<file path="src/rtl/pwm_bank_pkg.sv">
`timescale 1ns/1ps
package pwm_bank_pkg;

   localparam int CFG_W      = 32;
   localparam int SEL_W      = 3;
   localparam int DIV_W      = 10;
   localparam int DUTY_W     = 8;
   localparam int SPARE_W    = CFG_W - 1 - SEL_W - 1 - DIV_W - DUTY_W;
   localparam int NUM_RATIOS = 1 << SEL_W;
   localparam int MAX_SHIFT  = 12;

   typedef struct packed {
      logic               en;
      logic [SEL_W-1:0]   sel;
      logic               pol;
      logic [SPARE_W-1:0] spare;
      logic [DIV_W-1:0]   div;
      logic [DUTY_W-1:0]  duty;
   } chan_cfg_t;

   // log2 of the tick ratio selected by each prescaler code
   function automatic int ratio_shift(input int code);
      case (code)
         0:       return 1;
         1:       return 2;
         2:       return 3;
         3:       return 6;
         4:       return 7;
         5:       return 10;
         6:       return 11;
         default: return 12;
      endcase
   endfunction

endpackage

</file>
<file path="src/rtl/pwm_bank_regs.sv">
`timescale 1ns/1ps
module pwm_bank_regs
   import pwm_bank_pkg::*;
#(
   parameter int NUM_CH = 16,
   parameter int IDX_W  = 4
) (
   input  logic                    clk,
   input  logic                    rst_n,
   input  logic                    we,
   input  logic [IDX_W-1:0]        idx,
   input  logic [CFG_W-1:0]        wdata,
   output logic [CFG_W-1:0]        rdata,
   output chan_cfg_t [NUM_CH-1:0]  cfg_q
);

   always_ff @(posedge clk or negedge rst_n) begin
      if (!rst_n) begin
         cfg_q <= '0;
      end else if (we) begin
         for (int i = 0; i < NUM_CH; i++) begin
            if (idx == IDX_W'(i)) begin
               cfg_q[i] <= chan_cfg_t'(wdata);
            end
         end
      end
   end

   always_comb begin
      rdata = '0;
      for (int i = 0; i < NUM_CH; i++) begin
         if (idx == IDX_W'(i)) begin
            rdata = CFG_W'(cfg_q[i]);
         end
      end
   end

endmodule

</file>
<file path="src/rtl/pwm_bank_prescale.sv">
`timescale 1ns/1ps
module pwm_bank_prescale
   import pwm_bank_pkg::*;
#(
   parameter int PRE_W = 12
) (
   input  logic                  clk,
   input  logic                  rst_n,
   output logic [PRE_W-1:0]      cnt_q,
   output logic [NUM_RATIOS-1:0] tick
);

   generate
      if (PRE_W < MAX_SHIFT) begin : g_bad_width
         $error("pwm_bank_prescale: PRE_W must cover the largest ratio");
      end
   endgenerate

   always_ff @(posedge clk or negedge rst_n) begin
      if (!rst_n) cnt_q <= '0;
      else        cnt_q <= cnt_q + 1'b1;
   end

   for (genvar k = 0; k < NUM_RATIOS; k++) begin : g_tick
      localparam int SH = ratio_shift(k);
      assign tick[k] = &cnt_q[SH-1:0];
   end

endmodule

</file>
<file path="src/rtl/pwm_bank_chan.sv">
`timescale 1ns/1ps
module pwm_bank_chan
   import pwm_bank_pkg::*;
(
   input  logic                  clk,
   input  logic                  rst_n,
   input  logic                  en,
   input  logic [SEL_W-1:0]      sel,
   input  logic                  pol,
   input  logic [DIV_W-1:0]      div,
   input  logic [DUTY_W-1:0]     duty,
   input  logic [NUM_RATIOS-1:0] tick,
   output logic                  pwm_o
);

   logic [DIV_W-1:0]  div_q;
   logic [DUTY_W-1:0] step_q;
   logic              adv;
   logic              active;

   assign adv = tick[sel];

   always_ff @(posedge clk or negedge rst_n) begin
      if (!rst_n) begin
         div_q  <= '0;
         step_q <= '0;
      end else if (!en) begin
         div_q  <= '0;
         step_q <= '0;
      end else if (adv) begin
         if (div_q >= div) begin
            div_q  <= '0;
            step_q <= step_q + 1'b1;
         end else begin
            div_q  <= div_q + 1'b1;
         end
      end
   end

   assign active = (step_q < duty);
   assign pwm_o  = en ? (active ^ pol) : pol;

endmodule

</file>
<file path="src/rtl/pwm_bank.sv">
`timescale 1ns/1ps
module pwm_bank
   import pwm_bank_pkg::*;
#(
   parameter int NUM_CH = 16,
   parameter int ADDR_W = 6,
   parameter int PRE_W  = 12
) (
   input  logic              clk,
   input  logic              rst_n,
   input  logic              bus_we,
   input  logic [ADDR_W-1:0] bus_addr,
   input  logic [31:0]       bus_wdata,
   output logic [31:0]       bus_rdata,
   output logic [NUM_CH-1:0] pwm_out
);

   localparam int IDX_W = ADDR_W - 2;

   generate
      if (NUM_CH < 1 || NUM_CH > (1 << IDX_W)) begin : g_bad_ch
         $error("pwm_bank: NUM_CH does not fit the address range");
      end
   endgenerate

   chan_cfg_t [NUM_CH-1:0]  cfg_q;
   logic [PRE_W-1:0]        pre_cnt;
   logic [NUM_RATIOS-1:0]   pre_tick;

   pwm_bank_regs #(.NUM_CH(NUM_CH), .IDX_W(IDX_W)) u_regs (
      .clk   (clk),
      .rst_n (rst_n),
      .we    (bus_we),
      .idx   (bus_addr[ADDR_W-1:2]),
      .wdata (bus_wdata),
      .rdata (bus_rdata),
      .cfg_q (cfg_q)
   );

   pwm_bank_prescale #(.PRE_W(PRE_W)) u_pre (
      .clk   (clk),
      .rst_n (rst_n),
      .cnt_q (pre_cnt),
      .tick  (pre_tick)
   );

   for (genvar c = 0; c < NUM_CH; c++) begin : g_chan
      pwm_bank_chan u_chan (
         .clk   (clk),
         .rst_n (rst_n),
         .en    (cfg_q[c].en),
         .sel   (cfg_q[c].sel),
         .pol   (cfg_q[c].pol),
         .div   (cfg_q[c].div),
         .duty  (cfg_q[c].duty),
         .tick  (pre_tick),
         .pwm_o (pwm_out[c])
      );
   end

endmodule

</file>
<file path="config.mk">
export PLATFORM = sky130hd
export DESIGN_NAME = pwm_bank
export DESIGN_NICKNAME = d
export VERILOG_FILES = /design/src/rtl/pwm_bank_pkg.sv /design/src/rtl/pwm_bank_regs.sv /design/src/rtl/pwm_bank_prescale.sv /design/src/rtl/pwm_bank_chan.sv /design/src/rtl/pwm_bank.sv
export SDC_FILE = /design/constraint.sdc
export NUM_CORES = 2
export LEC_CHECK = 0
export BUFFER_PORTS_ARGS = -buffer_cell sky130_fd_sc_hd__buf_2
export CAP_MARGIN = 20
export CELL_PAD_IN_SITES_DETAIL_PLACEMENT = 0
export CELL_PAD_IN_SITES_GLOBAL_PLACEMENT = 1
export CORE_MARGIN = 3
export CORE_UTILIZATION = 50
export DETAILED_ROUTE_END_ITERATION = 8
export PLACE_DENSITY = 0.77
export SYNTH_ARGS = -nofsm -noshare
export SYNTH_HDL_FRONTEND = slang
export SYNTH_SLANG_ARGS = --single-unit
</file>
<file path="constraint.sdc">
create_clock -name clk -period 3.1 [get_ports clk]
set_input_delay 0.62 -clock clk [delete_from_list [all_inputs] [get_ports clk]]
set_output_delay 0.62 -clock clk [all_outputs]
set_load 0.03 [all_outputs]
</file>
==> flow_summary.ini <==
[timing]
skew_ns = 0.0246
drv_slew = 0
max_clock_freq_mhz = 307
fin_ws_ns = -0.156
period_share = 1.05
setup-violations-final = 18
hold_violations = 0
rsz0062_at_grt = yes
worst_slew_pin_slew_ns = 0.952
period_minus_slack_ns = 3.26
fin_setup_tns_ns = -1.43
slew_headroom = 0.366

[global_routing]
grt_pass1_wl_um = 240000
grt_usage = 0.319
grt_start_max_net_pins = 115
antenna_found_initial = 11
grt_remaining_overflow = 0
grt_pass1_vias = 37600

[logic_synthesis]
syn_nets = 5127
syn_inst = 4780
ys_warn_count = 0
ys_types = 78
syn_area_sq_mm = 0.0478
synth_edf_count = 0
synthFlopType = dfrtp_1
synth_area_per_cell_sq_um = 9.99
synth_seq_cells = 812
yosysSeqAreaShare = 0.425
ys_async_sr_fraction = 1.00

[final_layout]
syn2layout_area_growth_pct = 19.9
nFillCells = 7782
stdcell_area_sq_mm = 0.0572
nets = 5405
regArea_sq_mm = 0.0204
multi_input_area_sq_mm = 0.0265
layout-drive-gt1-share = 0.260

[power_and_ir_drop]
p_sw_frac = 0.356
power.leakage_nw = 26.5
netSwitchingPower_mw = 13.6
p_int_mw = 24.6
pwr-share-clk = 0.301
combPwrFrac = 0.311
seq_power_share = 0.388
irDropWorstVdd_mv = 0.483
p_per_area_mw_per_mm2 = 668

[die]
row_count = 112
die_width_um = 315
start_util = 0.508
die_area_sq_mm = 0.0993
ioPinCount = 89
core_sq_mm = 0.0940
die_height_um = 315

[status]
status = complete, but fails checks
violations = setup timing

[drt]
vias = 39500
wire_per_inst_um = 24.9
first_iter_violations = 3988
drc = 0
vias_per_cell = 6.18
drt_wl_total_um = 159000
final_antenna_net_count = 0
drt_first_pass_iters = 6

[placed_design]
post-place-ws_ns = -0.896
dpl.hpwl_um = 113000
place_area_sq_mm = 0.0515
port_buffers = 86
gp_congestion = 0.955

[critical_path]
rr_worst_depth = 8
critPathLaunch = u_regs.cfg_q[15]
cp.required_ns = 2.48
worst_setup_path_start_kind = flop
worstReg2RegEnd = g_chan[15].u_chan.div_q[9]
worstSetupEndpoint = bus_rdata[15]
reg2reg_from = u_pre.cnt_q[1]
arrival_ns = 2.64
r2r_setup_slack_ns = 0.24
endpoint_kind = primary output
critical_path_class = flop to primary output
critPathMaxFanout = 3

[clock_tree]
cts_tree = yes
insertion_delay_ns = 0.68
clock_sinks = 812
max-clock-path-buffers = 3
clkTransAtPathRegs_ns = 0.06
cts_made_buffers = 91
htreeDepth = 3
cts-root-buf = clkbuf_16

[flow_run]
drv_cap = 0

[min_path]
holdCritPathClass = primary input to asynchronous set/reset pin
power by group through the flow:
stage | combinational, mW | clock, mW | sequential (mW)
finish | 11.9 | 11.5 | 14.9
global route | 13.1 | 12.1 | 15.0
CTS | 11.5 | 11.7 | 14.7
detailed placement | 10.4 | 0 | 15.0
global placement | 10.1 | 0 | 14.9
floorplan | 7.30 | 0 | 13.9
synth_stat cells, types with 21 or more instances:
| cell type | n | area (sq um) |
|---|---|---|
| dfrtp_1 | 812 | 20300 |
| ha_1 | 306 | 3830 |
| buf_2 | 44 | 220 |
| nor3_1 | 30 | 150 |
| o2bb2ai_1 | 25 | 219 |
| o21ai_0 | 408 | 2040 |
| a22o_1 | 102 | 893 |
| o21a_1 | 32 | 240 |
| a211oi_1 | 47 | 353 |
| o2111ai_1 | 30 | 263 |
| buf_1 | 40 | 150 |
| o22ai_1 | 82 | 513 |
| nand3_1 | 148 | 741 |
| inv_1 | 348 | 1310 |
| or4_1 | 54 | 405 |
| a31oi_1 | 34 | 213 |
| nand4_1 | 26 | 163 |
| nand2_1 | 388 | 1460 |
| clkbuf_1 | 160 | 601 |
| a21oi_1 | 127 | 636 |
| and2_1 | 21 | 131 |
| o31ai_1 | 29 | 218 |
| nand2b_1 | 147 | 920 |
| nor2b_1 | 101 | 632 |
| mux4_2 | 45 | 1010 |
| a21o_1 | 70 | 526 |
| or3_1 | 21 | 131 |
| mux2i_1 | 111 | 1110 |
| a21boi_0 | 21 | 158 |
| mux2_2 | 410 | 4620 |
| nor4_1 | 30 | 188 |
| and3_1 | 76 | 475 |
| nor2_1 | 214 | 803 |
| o221ai_1 | 22 | 193 |
timing repair:
item                                   CTS  global route
gates cloned                             7             5
endpoints found under the hold margin   13             0
buffers inserted                        60            26
setup endpoints to repair               48            50
pin swaps                               86            58
resized for setup                      326           115
hold buffers                             1             0
critical path: stages, from the launching register on:
cell and delay [ns]:
dfrtp_2 0.45, mux4_2 0.47, nor2_1 0.30, a2111oi_2 0.06, buf_4 0.20, o22ai_4 0.20
a221oi_4 0.11, buf_6 0.17
cell usage in the layout, fill, tap and decap left out, types with 55 or more instances in the layout:
| cell | Yosys | final |
|---|---|---|
| mux2_2 | 410 | 404 |
| ha_1 | 306 | 300 |
| dfrtp_1 | 812 | 775 |
| buf_4 | 20 | 299 |
| nor2b_1 | 101 | 98 |
| o21ai_0 | 408 | 380 |
| clkbuf_16 | 0 | 98 |
| nand2b_1 | 147 | 145 |
| nand3_1 | 148 | 128 |
| mux2i_1 | 111 | 111 |
| nand2_1 | 388 | 385 |
| nor2_1 | 214 | 192 |
| inv_1 | 348 | 335 |
| o22ai_1 | 82 | 55 |
| a21o_1 | 70 | 70 |
| a21oi_1 | 127 | 118 |
| and3_1 | 76 | 76 |
| a22o_1 | 102 | 102 |
per-layer routing:
| metal | part of all wire | global-route usage |
|---|---|---|
| met5 | 0.00030 | 0 |
| met1 | 0.44 | 0.466 |
| met4 | 0.031 | 0.0965 |
| met3 | 0.10 | 0.0747 |
| met2 | 0.43 | 0.470 |
worst min-delay path by stage:
stage | start | to | slack, ns
4_1_cts | rst_n | g_chan[0].u_chan.div_q[6] | 0.41
5_1_grt | rst_n | g_chan[0].u_chan.div_q[6] | 0.44
2_1_floorplan | rst_n | g_chan[0].u_chan.div_q[0] | 0.32
6_report | rst_n | g_chan[0].u_chan.div_q[6] | 0.44
3_3_place_gp | u_pre.cnt_q[5] | u_pre.cnt_q[5] | 0.46
3_5_place_dp | u_pre.cnt_q[0] | u_pre.cnt_q[1] | 0.48
logic make-up (layout without fill, tap and decap cells):
group	Yosys count	count (layout)	synth area share
compound gates	1156	1156	0.159
fa+ha+maj	306	306	0.0802
simple gates	1314	1314	0.140
flops	812	812	0.425
other cells	0	3	0
xor+xnor	10	10	0.00183
buf+inv	616	970	0.0520
mux	566	566	0.141
registers in the layout (all words and copies together), names as in the netlist:
| register | cells |
|---|---|
| g_chan.u_chan.div_q | 160 |
| u_regs.cfg_q | 512 |
| g_chan.u_chan.step_q | 128 |
| u_pre.cnt_q | 12 |
cell type report:
cell class,count,share of cell area
antenna,3,0.000131
inverter,348,0.0229
multi-input combinational,3352,0.462
tap,1254,0.0274
timing repair buffer,453,0.0763
clock buffer,131,0.0459
clock inverter,38,0.00909
sequential,812,0.356
through the flow:
stage | util | hold slack, ns | total power, mW | instances
finish | 0.609 | 0.439 | 38.3 | 6391
global route | 0.609 | 0.440 | 40.2 | 6388
CTS | 0.600 | 0.406 | 37.9 | 6357
detailed placement | 0.547 | 0.482 | 25.4 | 6123
global placement | 0.547 | 0.464 | 25.1 | 6122
floorplan | - | 0.324 | 21.2 | 4780
No activity file was read; power rests on OpenSTA's default activity.
